<file path="src/rtl/icb_pkg.sv">
package icb_pkg;
    localparam int DATA_W   = 32;
    localparam int BANK_W   = 32;
    localparam int MAX_SRC  = 2 * BANK_W;
    localparam int IDX_W    = $clog2(MAX_SRC);
    localparam int ADDR_W   = 3;

    typedef enum logic [ADDR_W-1:0] {
        SEL_RAW_LO  = 3'd0,
        SEL_EN_LO   = 3'd1,
        SEL_RT_LO   = 3'd2,
        SEL_RAW_HI  = 3'd3,
        SEL_EN_HI   = 3'd4,
        SEL_RT_HI   = 3'd5,
        SEL_IDX_NRM = 3'd6,
        SEL_IDX_FST = 3'd7
    } reg_sel_e;

    function automatic logic [DATA_W-1:0] pack_index(input logic none,
                                                     input logic [IDX_W-1:0] idx);
        return {none, {(DATA_W-1-IDX_W){1'b0}}, (none ? {IDX_W{1'b0}} : idx)};
    endfunction
endpackage

</file>
<file path="src/rtl/icb_bank.sv">
module icb_bank #(
    parameter int W       = 32,
    parameter bit PRESENT = 1'b1
) (
    input  logic         clk,
    input  logic         rst_n,
    input  logic         we_en,
    input  logic         we_rt,
    input  logic [W-1:0] wdata,
    input  logic [W-1:0] src,
    output logic [W-1:0] en_q,
    output logic [W-1:0] rt_q,
    output logic [W-1:0] pend_n_q,
    output logic [W-1:0] pend_f_q
);
    generate
        if (PRESENT) begin : g_live
            logic [W-1:0] live;

            always_ff @(posedge clk or negedge rst_n) begin
                if (!rst_n) begin
                    en_q <= '0;
                    rt_q <= '0;
                end else begin
                    if (we_en) en_q <= wdata;
                    if (we_rt) rt_q <= wdata;
                end
            end

            assign live = src & en_q;

            always_ff @(posedge clk or negedge rst_n) begin
                if (!rst_n) begin
                    pend_n_q <= '0;
                    pend_f_q <= '0;
                end else begin
                    pend_n_q <= live & ~rt_q;
                    pend_f_q <= live &  rt_q;
                end
            end
        end else begin : g_absent
            logic unused_bank;
            assign unused_bank = ^{clk, rst_n, we_en, we_rt, wdata, src};
            assign en_q     = '0;
            assign rt_q     = '0;
            assign pend_n_q = '0;
            assign pend_f_q = '0;
        end
    endgenerate
endmodule

</file>
<file path="src/rtl/icb_lowest.sv">
module icb_lowest #(
    parameter int W  = 64,
    parameter int IW = $clog2(W)
) (
    input  logic [W-1:0]  vec,
    output logic [IW-1:0] idx,
    output logic          none
);
    always_comb begin
        idx  = '0;
        none = 1'b1;
        for (int i = W - 1; i >= 0; i--) begin
            if (vec[i]) begin
                idx  = IW'(i);
                none = 1'b0;
            end
        end
    end
endmodule

</file>
<file path="src/rtl/icb_top.sv">
module icb_top #(
    parameter int NUM_BANKS = 2
) (
    input  logic                        clk,
    input  logic                        rst_n,
    input  logic [icb_pkg::MAX_SRC-1:0] src_i,
    input  logic                        reg_we,
    input  logic [icb_pkg::ADDR_W-1:0]  reg_addr,
    input  logic [icb_pkg::DATA_W-1:0]  reg_wdata,
    output logic [icb_pkg::DATA_W-1:0]  reg_rdata,
    output logic                        irq_norm_o,
    output logic                        irq_fast_o
);
    import icb_pkg::*;

    localparam bit HAS_HI = (NUM_BANKS > 1);

    reg_sel_e           sel;
    logic [BANK_W-1:0]  en_w   [2];
    logic [BANK_W-1:0]  rt_w   [2];
    logic [BANK_W-1:0]  pn_w   [2];
    logic [BANK_W-1:0]  pf_w   [2];
    logic [MAX_SRC-1:0] pend_n_all;
    logic [MAX_SRC-1:0] pend_f_all;
    logic [MAX_SRC-1:0] en_all;
    logic [IDX_W-1:0]   idx_n;
    logic [IDX_W-1:0]   idx_f;
    logic               none_n;
    logic               none_f;
    logic [DATA_W-1:0]  idx_word_n;
    logic [DATA_W-1:0]  idx_word_f;
    logic [DATA_W-1:0]  raw_hi;

    assign sel = reg_sel_e'(reg_addr);

    generate
        for (genvar b = 0; b < 2; b++) begin : g_bank
            localparam bit PRES = (b == 0) ? 1'b1 : HAS_HI;
            localparam reg_sel_e EN_SEL = (b == 0) ? SEL_EN_LO : SEL_EN_HI;
            localparam reg_sel_e RT_SEL = (b == 0) ? SEL_RT_LO : SEL_RT_HI;

            icb_bank #(.W(BANK_W), .PRESENT(PRES)) u_bank (
                .clk      (clk),
                .rst_n    (rst_n),
                .we_en    (reg_we && (sel == EN_SEL)),
                .we_rt    (reg_we && (sel == RT_SEL)),
                .wdata    (reg_wdata),
                .src      (src_i[b*BANK_W +: BANK_W]),
                .en_q     (en_w[b]),
                .rt_q     (rt_w[b]),
                .pend_n_q (pn_w[b]),
                .pend_f_q (pf_w[b])
            );
        end
    endgenerate

    assign pend_n_all = {pn_w[1], pn_w[0]};
    assign pend_f_all = {pf_w[1], pf_w[0]};
    assign en_all     = {en_w[1], en_w[0]};

    always_ff @(posedge clk or negedge rst_n) begin
        if (!rst_n) begin
            irq_norm_o <= 1'b0;
            irq_fast_o <= 1'b0;
        end else begin
            irq_norm_o <= |({src_i[MAX_SRC-1:BANK_W] & en_w[1] & ~rt_w[1],
                             src_i[BANK_W-1:0]       & en_w[0] & ~rt_w[0]});
            irq_fast_o <= |({src_i[MAX_SRC-1:BANK_W] & en_w[1] &  rt_w[1],
                             src_i[BANK_W-1:0]       & en_w[0] &  rt_w[0]});
        end
    end

    icb_lowest #(.W(MAX_SRC), .IW(IDX_W)) u_low_n (
        .vec  (pend_n_all),
        .idx  (idx_n),
        .none (none_n)
    );

    icb_lowest #(.W(MAX_SRC), .IW(IDX_W)) u_low_f (
        .vec  (pend_f_all),
        .idx  (idx_f),
        .none (none_f)
    );

    assign idx_word_n = pack_index(none_n, idx_n);
    assign idx_word_f = pack_index(none_f, idx_f);
    assign raw_hi     = HAS_HI ? src_i[MAX_SRC-1:BANK_W] : '0;

    always_comb begin
        unique case (sel)
            SEL_RAW_LO:  reg_rdata = src_i[BANK_W-1:0];
            SEL_EN_LO:   reg_rdata = en_w[0];
            SEL_RT_LO:   reg_rdata = rt_w[0];
            SEL_RAW_HI:  reg_rdata = raw_hi;
            SEL_EN_HI:   reg_rdata = en_w[1];
            SEL_RT_HI:   reg_rdata = rt_w[1];
            SEL_IDX_NRM: reg_rdata = idx_word_n;
            SEL_IDX_FST: reg_rdata = idx_word_f;
            default:     reg_rdata = '0;
        endcase
    end
endmodule

</file>
<file path="config.mk">
export PLATFORM = sky130hd
export DESIGN_NAME = icb_top
export DESIGN_NICKNAME = d
export VERILOG_FILES = /design/src/rtl/icb_pkg.sv /design/src/rtl/icb_bank.sv /design/src/rtl/icb_lowest.sv /design/src/rtl/icb_top.sv
export SDC_FILE = /design/constraint.sdc
export NUM_CORES = 1
export LEC_CHECK = 0
export CAP_MARGIN = 10
export CORE_MARGIN = 8
export CORE_UTILIZATION = 45
export CTS_BUF_LIST = sky130_fd_sc_hd__clkbuf_8
export DETAILED_ROUTE_END_ITERATION = 10
export PLACE_DENSITY = 0.76
export SLEW_MARGIN = 20
export SYNTH_ARGS = -nofsm -noshare
export SYNTH_HDL_FRONTEND = slang
export SYNTH_SLANG_ARGS = --single-unit
</file>
<file path="constraint.sdc">
create_clock -name clk -period 2.7 [get_ports clk]
set_clock_uncertainty 0.1 [all_clocks]
set_input_delay 0.405 -clock clk [delete_from_list [all_inputs] [get_ports clk]]
set_output_delay 0.405 -clock clk [all_outputs]
set_load 0.005 [all_outputs]
</file>
==> results of run 1 <==
==> worst register-to-register path: stages, from the launching register on <==
cell and delay (ns):
dfrtp_1 0.41, nand2_1 0.07, nor2_1 0.10, nor4_1 0.40, buf_4 0.18, nand4_1 0.23
or4_1 0.64
==> power by group through the flow <==
stage / clock network (uW) / logic [uW] / registers [uW]
finish: 3720 / 4030 / 5090
detailed placement: 0 / 3850 / 5120
CTS: 3770 / 3950 / 5070
global placement: 0 / 3810 / 5070
global route: 3940 / 4300 / 5170
floorplan: 0 / 1870 / 5010
==> flip-flops by register name (all words and copies together) (netlist names) <==
register                cells
g_bank.u_bank.en_q         64
g_bank.u_bank.pend_f_q     64
g_bank.u_bank.pend_n_q     64
g_bank.u_bank.rt_q         64
irq_fast_o                  1
irq_norm_o                  1
==> what timing repair did <==
action / in CTS / in global routing
setup endpoints to repair: 25 / 21
cloned: 0 / 1
hold endpoints to repair: 55 / 0
buffers inserted: 10 / 8
pin swaps: 25 / 17
gates resized for setup: 60 / 17
hold buffers: 1 / 0
==> final timing paths <==
check	from	end	slack, ns	cells after the start
worst max-delay path	g_bank[1].u_bank.pend_n_q[17]	reg_rdata[0]	-0.74	8
worst min register to register	g_bank[1].u_bank.rt_q[0]	g_bank[1].u_bank.pend_n_q[0]	0.38	1
max in group asynchronous	rst_n	g_bank[0].u_bank.pend_f_q[27]	1.50	3
worst max register to register	g_bank[1].u_bank.en_q[17]	irq_norm_o	0.41	6
min in group clk	src_i[37]	g_bank[1].u_bank.pend_n_q[5]	0.36	3
worst min-delay path	rst_n	g_bank[0].u_bank.en_q[4]	0.27	2
==> kinds of logic after synthesis <==
| group | after synthesis | share of synthesized area |
|---|---|---|
| AND/OR/NAND/NOR | 464 | 0.189 |
| flip-flops | 258 | 0.517 |
| AO/OA/AOI/OAI | 200 | 0.106 |
| multiplexers | 183 | 0.164 |
| buffers and inverters | 71 | 0.0244 |
==> area by class of cell <==
cell class | count | area share
Multi-Input combinational cell | 847 | 0.344
Timing Repair Buffer | 378 | 0.192
Tap cell | 378 | 0.0275
Sequential cell | 258 | 0.375
Inverter | 30 | 0.00676
Clock inverter | 29 | 0.0122
Clock buffer | 53 | 0.0424
==> placed cells by master (no fill, tap or decap), drive strengths merged, types with 10 or more instances in the layout <==
master and n:
a21oi 58, dfrtp 258, clkbuf 55, a211oi 12, buf 251, inv 50, clkdlybuf4s50 123, o21ai 32
o22ai 14, nand2 102, or4 17, mux2i 40, mux2 140, nor2 144, and3 64, o21a 10
nand4 11, nor4 68, a22oi 14, nor3 29
==> metrics by stage <==
stage	total power (uW)	cells
after floorplan	6880	1176
after global placement	8880	1878
after detailed placement	8960	1878
after CTS	12800	1967
after global routing	13400	1973
final	12800	1973
==> routing by layer <==
layer / wire (um) / vias up / global-route usage
met4: 1820 / 0 / 0.0977
met1: 18500 / 5806 / 0.339
met3: 3590 / 134 / 0.0608
met5: 0 / - / 0
li1: - / 5127 / -
met2: 21800 / 511 / 0.451
==> reports/qor.yml, run 1 <==
run_status:
  status: "complete, but fails checks"
  failed_checks: "negative setup slack"
critical_path:
  crit_chain: "or4_4 -> nor4_4 -> nand2b_1 -> o21bai_4 -> buf_6 -> a211oi_2 -> o32a_1 -> buf_2"
  worst-path-buf-inv: 2
  critPathTopFamily: "simple AND/OR/NAND/NOR gates"
  cp.required_ns: 2.19
  worstSetupStartpointType: "register"
  cpPeakStageDelay_ns: 0.56
  cp_slowest_cell: "or4_4"
  worst_setup_path_end_kind: "output port"
  arrival_ns: 2.93
  path_class: "register to output port"
  critPathMaxFanout: 3
timing:
  layout_setup_ws_ns: -0.737
  maxSlewViolCount: 0
  finalHoldViolations: 0
  relSlewSlack: 0.605
  rsz0062_at_grt: "yes"
  whs_ns: 0.270
  finalSetupViolCount: 7
  period_share: 1.27
  fin_setup_tns_ns: -4.26
  period_needed_ns: 3.44
  tightestPinTransition_ns: 0.590
  max_freq_ghz: 0.291
detailed_routing:
  firstDrtPassIters: 5
  via_count: 11600
  wl_per_cell_um: 23.1
  post_drt_via_cell_ratio: 5.87
  drt_iter0_markers: 886
  antenna_left: 0
  drc_errors: 0
  finalWirelength_um: 45700
place:
  port_buffers: 135
  dp_hpwl_um: 35600
  placed_area_um2: 16000
  gp_congestion: 1.04
  pre_cts_ws_ns: -0.456
logic_synthesis:
  synth.cells.most_frequent: "258 x dfrtp_1, 144 x nor2_1, 125 x mux2_2"
  netlist_area_um2: 12500
  ys_seq_area_frac: 0.517
  synthArstFlopShare: 1.00
  ys_ff_latch: 258
  yosysWarningCount: 0
  synth_top_area_cell: "dfrtp_1"
  yosysUniqueCellTypes: 68
  synthTopCellsByArea: "dfrtp_1 52%, mux2_2 11%, nor2_1 4.3%"
  synth_edf_count: 0
  postSynthCellCount: 1176
  yosysMostFrequentCell: "dfrtp_1"
  dominantRegCellSynth: "dfrtp_1"
  syn_nets: 1278
  synth_area_per_cell_um2: 10.6
  synth_top_area_share: 0.517
cells_and_area:
  syn2layout_area_growth_pct: 37.7
  drive_gt1_frac: 0.308
  multiInputGateArea_um2: 5920
  nets: 1662
  fin_area_um2: 17200
  final_util: 0.624
  n_fill_cell: 2240
  num_antenna_cells: 0
  seq_area_um2: 6460
run:
  maxCapViolCount: 0
floorplanning:
  pin_count: 136
  die_h_um: 183
  die-area_um2: 33400
  fp.dieW_um: 183
  rows: 61
  core-area_um2: 27600
  initial_core_util: 0.453
pwr:
  power-per-cell-area_nw_per_um2: 746
  netSwitchingFraction: 0.325
  power.internal_uw: 8670
  p_sw_uw: 4170
  p_leak_uw: 0.00804
  peakVddDrop_uv: 438
  power_frac_seq: 0.396
  pwr-share-clk: 0.290
  power_frac_comb: 0.314
hold_path:
  hold_class: "input pin to async pin"
clock_network:
  root_buffer: "clkbuf_8"
  clk_pin_slew_ns: 0.06
  cts_made_buffers: 45
  cts_tree: "yes"
  clock_sinks: 258
  insertion_delay_ns: 0.58
  cts.path.max_buffers: 3
  htree_levels: 2
global_route:
  grt_pass1_vias: 11900
  grt_max_degree: 61
  track_usage: 0.270
  grt_overflow: 0
  antenna_found_initial: 0
  grt_pass1_wl_um: 69200
No activity file was read; power rests on OpenSTA's default activity.
==> run 2, diff against run 1 <==
Settings changed: HOLD_SLACK_MARGIN from default to 0.12.
==> results of run 2 <==
No change in the layout: final DEF, timing and power equal those of run 1.
==> run 3, diff against run 2 <==
Settings changed: CORE_UTILIZATION 45 to 59, PLACE_DENSITY 0.76 to 0.93.
==> reports/qor.yml, run 3 <==
global_route:
  grt_overflow: 92
  track_usage: 0.739
  grt_max_degree: 87
logic_synthesis:
  synth_edf_count: 0
  netlist_area_um2: 12500
  syn_nets: 1278
  yosysUniqueCellTypes: 68
  synthArstFlopShare: 1.00
  synthTopCellsByArea: "dfrtp_1 52%, mux2_2 11%, nor2_1 4.3%"
  dominantRegCellSynth: "dfrtp_1"
  synth_top_area_cell: "dfrtp_1"
  ys_ff_latch: 258
  yosysMostFrequentCell: "dfrtp_1"
  postSynthCellCount: 1176
  yosysWarningCount: 0
  synth_area_per_cell_um2: 10.6
  ys_seq_area_frac: 0.517
  synth_top_area_share: 0.517
  synth.cells.most_frequent: "258 x dfrtp_1, 144 x nor2_1, 125 x mux2_2"
clock_network:
  cts_made_buffers: 41
  root_buffer: "clkbuf_8"
  clock_sinks: 258
  cts.path.max_buffers: 3
  htree_levels: 2
floorplanning:
  rows: 53
  die_h_um: 162
  initial_core_util: 0.598
  pin_count: 136
  fp.dieW_um: 162
place:
  port_buffers: 135
  gp_congestion: 1.22
  pre_cts_ws_ns: -0.507
  dp_hpwl_um: 35400
timing:
  worstEndpointType: "output port"
  crit_endpoint: "reg_rdata[2]"
run_status:
  tool.error: "[ERROR GRT-0232] Routing congestion too high. Check the congestion heatmap in the GUI."
  haltStage: "global routing (5_1_grt)"
  status: "did not finish"
==> run 3: what timing repair did <==
item | in CTS
setup buffers | 15
cloned | 2
endpoints found under the hold margin | 80
pin swaps | 31
gates resized for setup | 78
hold buffers | 1
setup endpoints to repair | 28
==> run 3: per-stage QoR <==
stage                     cells  hold WS, ns   util  instance area, um^2
after CTS                  1835        0.350  0.805                16800
after detailed placement   1748        0.352  0.746                15600
after global placement     1748        0.345  0.746                15600
after floorplan            1176      0.00941      -                12500
==> run 3: logic make-up after synthesis <==
kind of cell,synth area share
AOI/OAI and AO/OA,0.106
DFF,0.517
buffers and inverters,0.0244
and+or+nand+nor,0.189
muxes,0.164
==> run 3: routing by layer <==
metal  overflow  GRT usage
met5          0      0.389
met4         48      0.696
met3          6      0.683
met2         33      0.875
met1          5      0.704
==> run 4, diff against run 3 <==
Settings changed: CORE_UTILIZATION 59 to 40, CTS_BUF_LIST sky130_fd_sc_hd__clkbuf_8 to default, HOLD_SLACK_MARGIN 0.12 to default, PLACE_DENSITY 0.93 to default, PLACE_DENSITY_LB_ADDON from default to 0.15.
==> reports/qor.yml, run 4 (synthesis results as in run 1) <==
clock_network:
  clk_pin_slew_ns: 0.06
  clock_sinks: 258
  cts_made_buffers: 29
  cts_tree: "yes"
  htree_levels: 1
  root_buffer: "clkbuf_16"
  cts.path.max_buffers: 3
  insertion_delay_ns: 0.55
cells_and_area:
  syn2layout_area_growth_pct: 38.3
  mostFrequentLayoutCells: "256 x dfrtp_1, 218 x buf_4, 138 x nor2_1"
  final_common_cell: "dfrtp_1"
  n_fill_cell: 2676
  multiInputGateArea_um2: 5950
  drive_gt1_frac: 0.305
  seq_area_um2: 6460
  nets: 1639
  fin_area_um2: 17300
  final_util: 0.563
place:
  port_buffers: 135
  gp_congestion: 0.954
  placed_area_um2: 16000
  dp_hpwl_um: 36300
detailed_routing:
  firstDrtPassIters: 5
  via_count: 11200
  wl_met2_um: 21700
  finalWirelength_um: 46400
  wl_met1_um: 20200
  routed-wl-met3_um: 3060
  top_layer_used: "met5"
  drt_iter0_markers: 867
  drc_errors: 0
  post_drt_via_cell_ratio: 5.71
  antenna_left: 0
  wl_per_cell_um: 23.7
floorplanning:
  pin_count: 136
  core-area_um2: 30700
  fp.dieW_um: 193
  initial_core_util: 0.407
  die-area_um2: 37100
  rows: 64
  die_h_um: 193
critical_path:
  r2r_setup_slack_ns: 0.27
  cp.required_ns: 2.19
  ff2ff_path_depth: 6
  critPathMaxFanout: 4
  worst_setup_path_end_kind: "output port"
  reg2reg_to: "irq_norm_o"
  reg2reg_from: "g_bank[1].u_bank.en_q[17]"
  worstSetupStartpointType: "register"
  arrival_ns: 2.94
  path_class: "register to output port"
timing:
  max_freq_ghz: 0.290
  maxSlewViolCount: 0
  finalHoldViolations: 0
  period_share: 1.28
  tightestPinTransition_ns: 0.659
  period_needed_ns: 3.45
  rsz0062_at_grt: "yes"
  layout_setup_ws_ns: -0.746
  relSlewSlack: 0.550
  finalSetupViolCount: 7
run:
  maxCapViolCount: 0
global_route:
  grt_pass1_wl_um: 68700
  grt_max_degree: 73
  antenna_found_initial: 2
  track_usage: 0.248
  grt_overflow: 0
  grt_pass1_vias: 11200
hold_path:
  hold_class: "input pin to async pin"
pwr:
  p_leak_uw: 0.00799
  power-per-cell-area_nw_per_um2: 766
  peakVddDrop_uv: 463
run_status:
  status: "complete, but fails checks"
  failed_checks: "negative setup slack"
==> run 4: final cells by class <==
class / instances / area share
diodes: 2 / 0.000290
clock buffers: 43 / 0.0497
clock inverters: 9 / 0.00710
inverters: 30 / 0.00652
multi-input cells: 847 / 0.344
flip-flops and latches: 258 / 0.374
well taps: 396 / 0.0287
repair buffers: 371 / 0.189
==> run 4: worst max-delay path by stage <==
stage / from / endpoint / slack, ns / depth (start not counted)
after CTS: g_bank[1].u_bank.pend_n_q[28] / reg_rdata[2] / -0.73 / 9
after global routing: g_bank[1].u_bank.pend_n_q[18] / reg_rdata[0] / -0.80 / 9
final: g_bank[1].u_bank.pend_n_q[18] / reg_rdata[0] / -0.75 / 9
after detailed placement: g_bank[1].u_bank.pend_n_q[20] / reg_rdata[0] / -0.63 / 8
after global placement: g_bank[1].u_bank.pend_n_q[20] / reg_rdata[0] / -0.65 / 8
after floorplan: g_bank[0].u_bank.pend_n_q[23] / reg_rdata[2] / 0.20 / 7
==> run 4: worst max-delay path, cell delays in order, from the launching register on <==
cell      delay, ns
dfrtp_1        0.39
or4_4          0.55
nor4_4         0.35
nand2b_1       0.13
buf_4          0.16
o21bai_4       0.15
buf_4          0.14
a211oi_2       0.03
o32a_1         0.33
buf_2          0.15
==> run 4: per-layer routing <==
layer	GRT usage	up-vias
met4	0.0726	2
met5	0	-
met3	0.0457	86
met2	0.399	416
li1	-	5091
met1	0.337	5570
==> run 4: per-stage QoR <==
step                      worst slack, ns  TNS [ns]  std cells  hold WS (ns)  total power (uW)
after floorplan                     0.197         0       1176       0.00941              6880
after global placement             -0.646     -7.86       1895         0.327              9000
after detailed placement           -0.630     -7.43       1895         0.327              9030
after CTS                          -0.727     -4.23       1951         0.334             13200
after global routing               -0.800     -4.63       1954         0.370             13800
final                              -0.746     -4.37       1956         0.321             13200
==> run 4: power breakdown <==
part	internal, uW	leakage [uW]	switching (uW)
logic	2100	0.00423	2000
clock network	2460	0.000484	1590
registers	4510	0.00328	560
==> run 4: what timing repair did <==
action	in CTS	in global routing
gates resized for setup	67	28
endpoints found under the setup margin	25	23
endpoints found under the hold margin	67	0
hold buffers	1	0
pin swaps	19	18
setup buffers	4	4
